===== config.mk =====
export PLATFORM = sky130hd
export DESIGN_NAME = ls_agu
export DESIGN_NICKNAME = d
export VERILOG_FILES = /design/src/rtl/lsag_pkg.sv /design/src/rtl/lsag_offset_sel.sv /design/src/rtl/lsag_index_ctl.sv /design/src/rtl/lsag_addsub.sv /design/src/rtl/ls_agu.sv
export SDC_FILE = /design/constraint.sdc
export NUM_CORES = 1
export LEC_CHECK = 0
export BUFFER_PORTS_ARGS = -buffer_cell sky130_fd_sc_hd__buf_2
export CAP_MARGIN = 40
export CORE_MARGIN = 3
export CORE_UTILIZATION = 38
export DETAILED_ROUTE_END_ITERATION = 10
export PLACE_DENSITY = 0.56
export SLEW_MARGIN = 20
export SYNTH_ARGS = -nofsm -noshare
export SYNTH_HDL_FRONTEND = slang
export SYNTH_SLANG_ARGS = --single-unit

===== constraint.sdc =====
create_clock -name clk -period 8.4 [get_ports clk]
set_input_delay 0.84 -clock clk [delete_from_list [all_inputs] [get_ports clk]]
set_output_delay 0.84 -clock clk [all_outputs]
set_load 0.005 [all_outputs]

===== src/rtl/lsag_pkg.sv =====
package lsag_pkg;

  typedef enum logic [1:0] {
    IDX_PRE    = 2'd0,
    IDX_PRE_WB = 2'd1,
    IDX_POST   = 2'd2,
    IDX_RSVD   = 2'd3
  } idx_mode_e;

  typedef enum logic [1:0] {
    SRC_IMM   = 2'd0,
    SRC_REG   = 2'd1,
    SRC_SHREG = 2'd2,
    SRC_REG_B = 2'd3
  } off_src_e;

  typedef enum logic {
    SH_LSL = 1'b0,
    SH_LSR = 1'b1
  } sh_kind_e;

  typedef enum logic [1:0] {
    CLS_WORD  = 2'd0,
    CLS_UBYTE = 2'd1,
    CLS_HALF  = 2'd2,
    CLS_SBYTE = 2'd3
  } acc_class_e;

endpackage


===== src/rtl/lsag_offset_sel.sv =====
module lsag_offset_sel
  import lsag_pkg::*;
#(
  parameter int W     = 32,
  parameter int IMM_W = 12,
  parameter int SHW   = 5
) (
  input  logic [1:0]       src,
  input  logic             sh_kind,
  input  logic [SHW-1:0]   sh_amt,
  input  logic [IMM_W-1:0] imm,
  input  logic [W-1:0]     rval,
  input  logic             block_shift,
  output logic [W-1:0]     offset,
  output logic             shift_used
);

  // Logical shift; an amount of zero means no shift for either direction
  function automatic logic [W-1:0] shift_op(input logic [W-1:0] v,
                                            input logic k,
                                            input logic [SHW-1:0] a);
    if (a == '0) return v;
    return (k == SH_LSR) ? (v >> a) : (v << a);
  endfunction

  logic [W-1:0] imm_ext;
  logic [W-1:0] shifted_val;

  generate
    if (IMM_W < W) begin : g_imm_pad
      assign imm_ext = {{(W-IMM_W){1'b0}}, imm};
    end else begin : g_imm_trunc
      assign imm_ext = imm[W-1:0];
    end
  endgenerate

  assign shifted_val = shift_op(rval, sh_kind, sh_amt);

  always_comb begin
    shift_used = 1'b0;
    case (off_src_e'(src))
      SRC_IMM:   offset = imm_ext;
      SRC_SHREG: begin
        shift_used = !block_shift;
        offset     = block_shift ? rval : shifted_val;
      end
      default:   offset = rval;
    endcase
  end

endmodule


===== src/rtl/lsag_index_ctl.sv =====
module lsag_index_ctl
  import lsag_pkg::*;
(
  input  logic [1:0] mode,
  input  logic [1:0] src,
  input  logic [1:0] cls,
  output logic       class_bad,
  output logic       mode_bad,
  output logic       addr_from_sum,
  output logic       base_takes_sum
);

  logic narrow_signed;

  // Halfword and signed-byte classes may not use a shifted offset
  assign narrow_signed = (acc_class_e'(cls) == CLS_HALF) ||
                         (acc_class_e'(cls) == CLS_SBYTE);
  assign class_bad     = narrow_signed && (off_src_e'(src) == SRC_SHREG);
  assign mode_bad      = (idx_mode_e'(mode) == IDX_RSVD);

  always_comb begin
    addr_from_sum  = 1'b1;
    base_takes_sum = 1'b0;
    case (idx_mode_e'(mode))
      IDX_PRE:    base_takes_sum = 1'b0;
      IDX_PRE_WB: base_takes_sum = 1'b1;
      IDX_POST: begin
        addr_from_sum  = 1'b0;
        base_takes_sum = 1'b1;
      end
      default:    base_takes_sum = 1'b0;
    endcase
    if (class_bad) base_takes_sum = 1'b0;
  end

endmodule


===== src/rtl/lsag_addsub.sv =====
module lsag_addsub #(
  parameter int W = 32
) (
  input  logic [W-1:0] a,
  input  logic [W-1:0] b,
  input  logic         up,
  output logic [W-1:0] sum
);

  // Wraps modulo 2^W, no carry out
  function automatic logic [W-1:0] addsub(input logic [W-1:0] x,
                                          input logic [W-1:0] y,
                                          input logic u);
    return u ? (x + y) : (x - y);
  endfunction

  assign sum = addsub(a, b, up);

endmodule


===== src/rtl/ls_agu.sv =====
module ls_agu
  import lsag_pkg::*;
#(
  parameter int W     = 32,
  parameter int IMM_W = 12,
  parameter int SHW   = $clog2(W)
) (
  input  logic             clk,
  input  logic             rst_n,
  input  logic             req_valid,
  input  logic [W-1:0]     base_val,
  input  logic [IMM_W-1:0] imm12,
  input  logic [W-1:0]     off_reg,
  input  logic [1:0]       off_src,
  input  logic             sh_kind,
  input  logic [SHW-1:0]   sh_amt,
  input  logic             up,
  input  logic [1:0]       idx_mode,
  input  logic [1:0]       acc_class,
  output logic             rsp_valid,
  output logic [W-1:0]     eff_addr,
  output logic [W-1:0]     new_base,
  output logic             wb_en,
  output logic             illegal
);

  logic         class_bad;
  logic         mode_bad;
  logic         addr_from_sum;
  logic         base_takes_sum;
  logic         shift_used;
  logic [W-1:0] offset;
  logic [W-1:0] adj_sum;
  logic [W-1:0] addr_next;
  logic [W-1:0] base_next;
  logic         illegal_next;

  lsag_index_ctl u_ctl (
    .mode           (idx_mode),
    .src            (off_src),
    .cls            (acc_class),
    .class_bad      (class_bad),
    .mode_bad       (mode_bad),
    .addr_from_sum  (addr_from_sum),
    .base_takes_sum (base_takes_sum)
  );

  lsag_offset_sel #(.W(W), .IMM_W(IMM_W), .SHW(SHW)) u_off (
    .src         (off_src),
    .sh_kind     (sh_kind),
    .sh_amt      (sh_amt),
    .imm         (imm12),
    .rval        (off_reg),
    .block_shift (class_bad),
    .offset      (offset),
    .shift_used  (shift_used)
  );

  lsag_addsub #(.W(W)) u_add (
    .a   (base_val),
    .b   (offset),
    .up  (up),
    .sum (adj_sum)
  );

  assign addr_next    = addr_from_sum  ? adj_sum : base_val;
  assign base_next    = base_takes_sum ? adj_sum : base_val;
  assign illegal_next = class_bad || mode_bad;

  always_ff @(posedge clk) begin
    if (!rst_n) begin
      rsp_valid <= 1'b0;
      wb_en     <= 1'b0;
      illegal   <= 1'b0;
      eff_addr  <= '0;
      new_base  <= '0;
    end else begin
      rsp_valid <= req_valid;
      wb_en     <= req_valid && base_takes_sum;
      illegal   <= req_valid && illegal_next;
      if (req_valid) begin
        eff_addr <= addr_next;
        new_base <= base_next;
      end
    end
  end

endmodule


# Word-level counts from Yosys, hierarchy flattened
# Index checks and enable logic that the tools add are counted.
dict set report totals {
  inputBits 92
  output_inout_bits 67
  elab_cells 34
  reg_bits 67
}
dict set report op_classes {
  eq_ne 6
  shifts 2
  n_reduce_logical 8
  mux 11
  n_addsub 2
}
# op n
set ops {}
lappend ops {{$mux 32} 7}
lappend ops {{$pmux 32 s2} 1}
lappend ops {{$add 32x32->32} 1}
lappend ops {{$shl 32x5->32} 1}
lappend ops {{$shr 32x5->32} 1}
lappend ops {{$sub 32x32->32} 1}
lappend ops {{$eq 2x2->1 const B} 5}
lappend ops {{$logic_not 5->1} 1}
lappend ops {{$logic_and 1x1->1} 3}
lappend ops {{$mux 1} 3}
lappend ops {{$eq 2x1->1 const B} 1}
lappend ops {{$logic_not 2->1} 1}
lappend ops {{$logic_or 1x1->1} 2}
lappend ops {{$reduce_or 2->1} 1}

# Depth between registers and ports, before layout
# Gate-level depths: netlist (run 1).
dict set report logic_depth {
  word_depth 8
  depth_mapped 28
}

# Modules after synthesis
# A second synthesis (run 1) with hierarchy kept.
dict set report unflattened {
  hier_cells 1238
  area_unflattened_um2 10134.7
}
# mod area_each_um2 cells_per_inst instances
set by_module_without_submodules {}
lappend by_module_without_submodules {lsag_offset_sel 4857.2 610 1}
lappend by_module_without_submodules {ls_agu 2901.5 291 1}
lappend by_module_without_submodules {lsag_addsub 2328.5 331 1}
lappend by_module_without_submodules {lsag_index_ctl 47.5 6 1}

# Worst setup path after synthesis (run 1)
# Ideal clock, no wire load.
dict set report synth_path {
  path_kind {input-to-reg}
  from {input sh_amt[2]}
  to {register new_base[30]}
  n_path_buf 2
  t_required_ns 8.284
  setup_time_ns 0.116
  cell_stages 23
  arrival_ns 5.702
  path_slack_ns 2.582
  path_cell_list {buf_6 buf_12 mux2_2 mux4_2 nand2_1 o21ai_1 a311oi_1 ha_1 and2_1 a21oi_1 xnor2_1 ha_1 or2_2 o21bai_1 a2111o_1 a31oi_1 o21ba_2 o22ai_1 o31ai_1 a211oi_1 nor3_1 a21oi_1 o211a_1}
}
dict set report synth_between {
  elab_chain_len 8
  word_cells_on_any_way 12
  cone_classes {add/sub: 2; shift: 2; mux: 7; reduce/logical: 1}
}
# item line
set synth_lines {}
lappend synth_lines {{start: declaration} ls_agu.sv:16} ;# input logic [SHW-1:0] sh_amt,
lappend synth_lines {{$shl 32x5->32 (tied with other cells)} lsag_offset_sel.sv:23} ;# return (k == SH_LSR) ? (v >> a) : (v << a);
lappend synth_lines {{$mux 32 or $mux 1 (tied branches)} {lsag_offset_sel.sv:23, lsag_offset_sel.sv:22}}
lappend synth_lines {{$mux 32 (*)} lsag_offset_sel.sv:23}
lappend synth_lines {{$mux 32 (*)} lsag_offset_sel.sv:45} ;# offset = block_shift ? rval : shifted_val;
lappend synth_lines {{$pmux 32 s2 (*)} lsag_offset_sel.sv:41} ;# case (off_src_e'(src))
lappend synth_lines {{$sub 32x32->32 or $add 32x32->32 (tied branches)} lsag_addsub.sv:14} ;# return u ? (x + y) : (x - y);
lappend synth_lines {{$mux 32 (*)} lsag_addsub.sv:14}
lappend synth_lines {{$mux 32 (*)} ls_agu.sv:67} ;# assign base_next = base_takes_sum ? adj_sum : base_val;
lappend synth_lines {{end signal: assignment} ls_agu.sv:83} ;# new_base <= base_next;
lappend synth_lines {{end: declaration} ls_agu.sv:22} ;# output logic [W-1:0] new_base,
# Mark *: on every way between the ends. The rest lies on a longest branch, timed or not.
# A chain may end at the register's enable or synchronous reset.

# Worst setup path in the final report (run 1)
dict set report layout_path {
  from {input sh_amt[0]}
  to {register new_base[24]}
}
# The elaborated chain is that of the path after synthesis.

==> impl_metrics.env, run 1 <==
export IMPL_status="finished, final reports clean"
export IMPL_wirelength_mm=49.39
export IMPL_hpwl_mm=37.60
export IMPL_insertion_delay_ps=340
export IMPL_cts_made_buffers=9
export IMPL_cts_tree="yes"
export IMPL_critPathLaunchType="input port"
export IMPL_rows=60
export IMPL_reg2reg_to="new_base[31]"
export IMPL_post_cts_repair_setup_buffers=0
export IMPL_cellLeakagePower_nw=4.724
export IMPL_drive_above_1_share_pct=25.05
export IMPL_postCtsResizedCells=0
export IMPL_yosysTopAreaCell="mux4_2"
export IMPL_clock_fmax_ghz=0.1430
export IMPL_crit_required_ps=8660
export IMPL_dp_cells=1756
export IMPL_dieArea_mm2=0.03004
export IMPL_die_x_um=173.3
export IMPL_drc=0
export IMPL_ys_seq_area_share_pct=12.61
export IMPL_cp_max_fo=36
export IMPL_netlist_area_leader_share_pct=13.97
export IMPL_finalCoreUtilization_pct=43.82
export IMPL_yosys_warnings=0
export IMPL_drtPass1Iterations=5
export IMPL_p_per_area_mw_per_mm2=143.8
export IMPL_syn_to_final_growth_pct=12.24
export IMPL_setup_violations=0
export IMPL_r2r_start="new_base[31]"
export IMPL_slew_headroom_pct=44.85
export IMPL_synthCells=1315
export IMPL_min_path_type="flip-flop to flip-flop"
export IMPL_wl_per_cell_um=27.86
export IMPL_die_y_um=173.3
export IMPL_n_antenna_cell=0
export IMPL_grt_overflow=0
export IMPL_stdcell_count=1773
export IMPL_initial_utilization_pct=39.04
export IMPL_ys_types=106
export IMPL_maxCapViolations=0
export IMPL_grt_pass1_wl_mm=72.60
export IMPL_synth_area_leaders="mux4_2 (14%), dfxtp_1 (13%), mux2i_1 (6.6%)"
export IMPL_tightest_slew_ps=816.2
export IMPL_reg2regPathDepth=3
export IMPL_drt_iter0_drc=1448
export IMPL_startpoint="sh_amt[0]"
export IMPL_synth_seq_cells=67
export IMPL_rsz0062_at_grt="false"
export IMPL_tns_ps=0
export IMPL_synth_edf_count=0
export IMPL_fin_crit_ps=6993
export IMPL_grt_pass1_vias=10760
export IMPL_syn_nets=1444
export IMPL_nets=1525
export IMPL_endpoint="new_base[24]"
export IMPL_ios=159
export IMPL_synth_avg_cell_area_um2=8.090
export IMPL_vdd_drop_max_uv=98.85
export IMPL_via_per_inst=6.571
export IMPL_gr_usage_all_layers_pct=31.48
export IMPL_vias=11650
export IMPL_end_kind="flip-flop"
export IMPL_core_mm2=0.02725
export IMPL_synthArstFlopShare_pct=0
export IMPL_worstPathArrival_ps=7260
export IMPL_antenna_found_initial=0
export IMPL_clkSlewWorstSetupHoldPaths_ps=70
export IMPL_grt_max_degree=67
export IMPL_place_gp_congestion=1.029
export IMPL_crit_type="input port to flip-flop"
export IMPL_fin_crit_sh_pct=83.25
export IMPL_cts_htree_levels=3
export IMPL_cts_hold_buf=0
export IMPL_syn_area_mm2=0.01064
export IMPL_clock_sinks=67
export IMPL_p_total_w=0.001717
export IMPL_cts_buffer_depth=2
export IMPL_slew_violations=0
export IMPL_ant_nets=0
export IMPL_hold_viol_final=0
export IMPL_synth_ff_type="dfxtp_1"
export IMPL_rrSetupSlack_ps=7610
export IMPL_skew_ps=0
export IMPL_port_buffers=157
export IMPL_clockRootBuffer="clkbuf_16"
==> metal layers <==
metal / up-vias / wire (um) / global-route usage, %
li1: 5253 / - / -
met1: 5664 / 21300 / 44.00
met2: 645 / 21950 / 49.11
met3: 88 / 4625 / 6.527
met4: 0 / 1519 / 9.020
met5: - / 0 / 0
==> stage by stage <==
step / worst slack [ps] / instance area [um^2] / hold WS (ps)
floorplan: 2582 / 10640 / 476.4
global route: 838.7 / 11940 / 495.7
detailed placement: 1154 / 11620 / 474.1
finish: 1407 / 11940 / 480.8
CTS: 1491 / 11920 / 481.4
global placement: 1143 / 11550 / 474.1
==> cell type report <==
type	instances	area [um^2]
fill	2825	15310
multi-input combinational	1094	8586
sequential	67	1341
timing repair buffer	202	1161
tap	372	465.4
clock buffer	9	225.2
inverter	22	85.08
clock inverter	7	76.32
==> cells in the final DEF (no fill, tap or decap), types with 39 or more instances in the layout <==
master,n
buf_4,39
dfxtp_1,67
nand2_1,117
nor2_1,120
o21ai_0,76
xnor2_1,39
buf_2,157
mux4_2,66
mux2i_1,70
a21oi_1,76
==> state kept, by name (all words and copies together), names as in the netlist <==
name       cells
rsp_valid      1
new_base      32
wb_en          1
eff_addr      32
illegal        1
==> worst max-delay path: stages <==
cell,delay (ps)
buf_4,520
buf_12,320
mux4_2,560
a22oi_1,420
o211ai_1,190
or4_1,540
o221ai_2,180
nand4_4,190
nor2_1,250
nand2_1,140
nor3_1,290
nor2_1,90
xor2_1,180
ha_1,360
nor2b_1,170
nor2_1,240
o21ai_0,140
a21oi_1,210
o22ai_1,150
o31ai_1,280
buf_4,180
a21boi_0,460
nand2_1,90
a311oi_1,250
==> synth_stat cells (all sizes together) (30+ instances only) <==
cell type  number
mux4           66
mux2i          71
dfxtp          67
nand2         117
a31oi          31
buf            46
nand3          37
xnor2          40
a21oi          76
o21ai          78
clkbuf         86
nor2          121
a211oi         30
ha             36
==> where the power goes <==
group	leakage, nW	internal (W)	switching, W
clock	0.142	0.000232	0.000164
combinational	4.03	0.000378	0.000570
sequential	0.556	0.000355	0.0000169
==> worst min-delay path by stage <==
stage / from / endpoint / slack (ps) / cells past startpoint
6_report: new_base[11] / new_base[11] / 480 / 2
5_1_grt: eff_addr[8] / eff_addr[8] / 500 / 2
4_1_cts: new_base[11] / new_base[11] / 480 / 2
3_5_place_dp: eff_addr[8] / eff_addr[8] / 470 / 2
3_3_place_gp: eff_addr[29] / eff_addr[29] / 470 / 2
2_1_floorplan: new_base[0] / new_base[0] / 480 / 2
==> logic make-up (layout without fill, tap and decap cells) <==
| family | after synthesis | count (layout) | synth area share [%] |
|---|---|---|---|
| flops | 67 | 67 | 12.61 |
| simple gates | 402 | 402 | 18.61 |
| xor+xnor | 57 | 57 | 4.764 |
| mux | 165 | 165 | 23.88 |
| fa+ha+maj | 37 | 37 | 4.422 |
| compound gates | 433 | 433 | 28.89 |
| buf+inv | 154 | 240 | 6.834 |
Power figures use the tool's default switching activity.
==> inputs of run 2 (changes only) <==
- PLACE_DENSITY: 0.56 -> 0.58
- clock period: 8.4 -> 5.78 ns (I/O delays scaled with it)
==> impl_metrics.env, run 2 (same netlist as run 1, synthesis figures left out) <==
export IMPL_p_int_w=0.001708
export IMPL_wl_per_cell_um=25.31
export IMPL_maxCapViolations=0
export IMPL_grt_pass1_wl_mm=80.95
export IMPL_cellLeakagePower_nw=6.684
export IMPL_slew_violations=0
export IMPL_switching_share_pct=41.22
export IMPL_cts_made_buffers=9
export IMPL_core_mm2=0.02725
export IMPL_crit_type="input port to flip-flop"
export IMPL_grt_pass1_vias=12700
export IMPL_rows=60
export IMPL_port_buffers=157
export IMPL_clock_sinks=67
export IMPL_grt_max_degree=85
export IMPL_setup_violations=0
export IMPL_worstPathArrival_ps=5790
export IMPL_clock_fmax_ghz=0.1804
export IMPL_switchingPower_w=0.001198
export IMPL_p_per_area_mw_per_mm2=191.4
export IMPL_skew_ps=0
export IMPL_postPlaceCellArea_mm2=0.01454
export IMPL_slew_headroom_pct=50.13
export IMPL_dieArea_mm2=0.03004
export IMPL_fin_crit_ps=5543
export IMPL_combPwrFrac_pct=61.3
export IMPL_reg2regPathDepth=3
export IMPL_cts_tree="yes"
export IMPL_place_gp_congestion=1.015
export IMPL_die_y_um=173.3
export IMPL_crit_required_ps=6030
export IMPL_nFillCells=2662
export IMPL_ios=159
export IMPL_hold_viol_final=0
export IMPL_clkPwrFrac_pct=20.0
export IMPL_drtPass1Iterations=7
export IMPL_clkSlewWorstSetupHoldPaths_ps=60
export IMPL_largestRegisters="eff_addr: 32 flops, new_base: 32 flops"
export IMPL_drive_above_1_share_pct=42.77
export IMPL_critPathLaunchType="input port"
export IMPL_cts_htree_levels=3
export IMPL_cp_max_fo=30
export IMPL_fin_crit_sh_pct=95.90
export IMPL_final_common_cell="buf_4"
export IMPL_n_antenna_cell=0
export IMPL_syn_to_final_growth_pct=42.71
export IMPL_tns_ps=0
export IMPL_ant_nets=0
export IMPL_hold_path_cell_count=2
export IMPL_insertion_delay_ps=340
export IMPL_min_path_type="flip-flop to flip-flop"
export IMPL_wirelength_mm=54.57
export IMPL_nets=1908
export IMPL_final_cell_mix="buf_4 (413), buf_2 (154), nor2_1 (119), nand2_1 (117), a21oi_1 (74)"
export IMPL_grt_overflow=0
export IMPL_clockRootBuffer="clkbuf_16"
export IMPL_vdd_drop_max_uv=119.8
export IMPL_die_x_um=173.3
export IMPL_hpwl_mm=44.63
export IMPL_gr_usage_all_layers_pct=34.95
export IMPL_antenna_found_initial=1
export IMPL_drt_iter0_drc=1127
export IMPL_cts_buffer_depth=2
export IMPL_drc=0
export IMPL_seqPwrFrac_pct=18.7
export IMPL_vias=13170
export IMPL_initial_utilization_pct=39.04
export IMPL_postLayoutCellArea_mm2=0.01518
export IMPL_via_per_inst=6.109
export IMPL_status="finished, final reports clean"
export IMPL_end_kind="flip-flop"
export IMPL_tightest_slew_ps=748.0
==> run 2: cell types whose count changed in the layout (fill, tap and decap cells not counted), moves of 3 or more <==
cell / before / now
buf_12: 3 / 13
a211oi_1: 28 / 24
a211oi_2: 1 / 5
buf_2: 157 / 154
buf_4: 39 / 413
mux2i_2: 0 / 4
mux2i_1: 70 / 65
o21ai_0: 76 / 73
==> run 2: power groups by stage <==
stage | clock [W] | combinational (W) | sequential (W)
2_1_floorplan | 0 | 0.000927 | 0.000557
3_3_place_gp | 0 | 0.00170 | 0.000551
3_5_place_dp | 0 | 0.00171 | 0.000552
4_1_cts | 0.000589 | 0.00173 | 0.000543
5_1_grt | 0.000607 | 0.00191 | 0.000549
6_report | 0.000582 | 0.00178 | 0.000542
==> run 2: critical path, cell delays in order <==
cell      delay, ps
buf_2           130
buf_12          180
nor2b_1         150
buf_4           170
a22oi_1         450
nand4_1         230
nand4_1         120
o221ai_1        180
ha_1            280
and2_1          160
a21oi_1         160
xnor2_1          80
ha_1            180
or2_2           300
o21bai_1        190
a2111o_1        440
a31oi_2         230
o21ba_2         230
o22ai_1         130
o31ai_1         290
buf_4           190
a21oi_1          80
xor2_1          230
mux2i_1         110
a211oi_1        280
==> run 2: final cells by class <==
| cell class | instances | area, um^2 | share of cell area (%) |
|---|---|---|---|
| clock buffers | 9 | 225.2 | 1.484 |
| clock inverters | 7 | 82.58 | 0.5440 |
| inverters | 22 | 85.08 | 0.5605 |
| multi-input cells | 1094 | 8765 | 57.74 |
| flip-flops and latches | 67 | 1341 | 8.835 |
| well taps | 372 | 465.4 | 3.066 |
| repair buffers | 585 | 4217 | 27.78 |
==> run 2: what timing repair did <==
item / 4_1_cts / 5_1_grt
endpoints found under the setup margin: 3 / 25
pin swaps: 2 / 9
gates resized for setup: 8 / 43
hold buffers: 0 / 0
cloned: 1 / 0
setup buffers: 2 / 5
==> run 2: metal layers <==
metal | GRT usage (%) | share of wire (%)
met1 | 44.30 | 40
met2 | 58.54 | 47
met3 | 4.928 | 7.4
met4 | 16.66 | 5.6
met5 | 0 | 0.022
==> run 2: final timing paths <==
| path | end | slack (ps) | start |
|---|---|---|---|
| worst min-delay path | eff_addr[19] | 480 | eff_addr[19] |
| worst max-delay path | new_base[26] | 240 | sh_amt[1] |
| worst max register to register | eff_addr[30] | 4980 | eff_addr[30] |
| worst min register to register | eff_addr[19] | 480 | eff_addr[19] |
==> run 2: stage by stage <==
stage          hold slack (ps)  std cells  total power (W)  setup slack (ps)  utilization (%)
2_1_floorplan            476.4       1315         0.001483             223.5                -
3_3_place_gp             468.0       2131         0.002247            -497.2            53.37
3_5_place_dp             475.4       2131         0.002260            -528.1            53.37
4_1_cts                  483.4       2150         0.002860             6.634            54.82
5_1_grt                  505.9       2156         0.003065            -14.18            55.71
6_report                 478.4       2156         0.002906             236.9            55.71
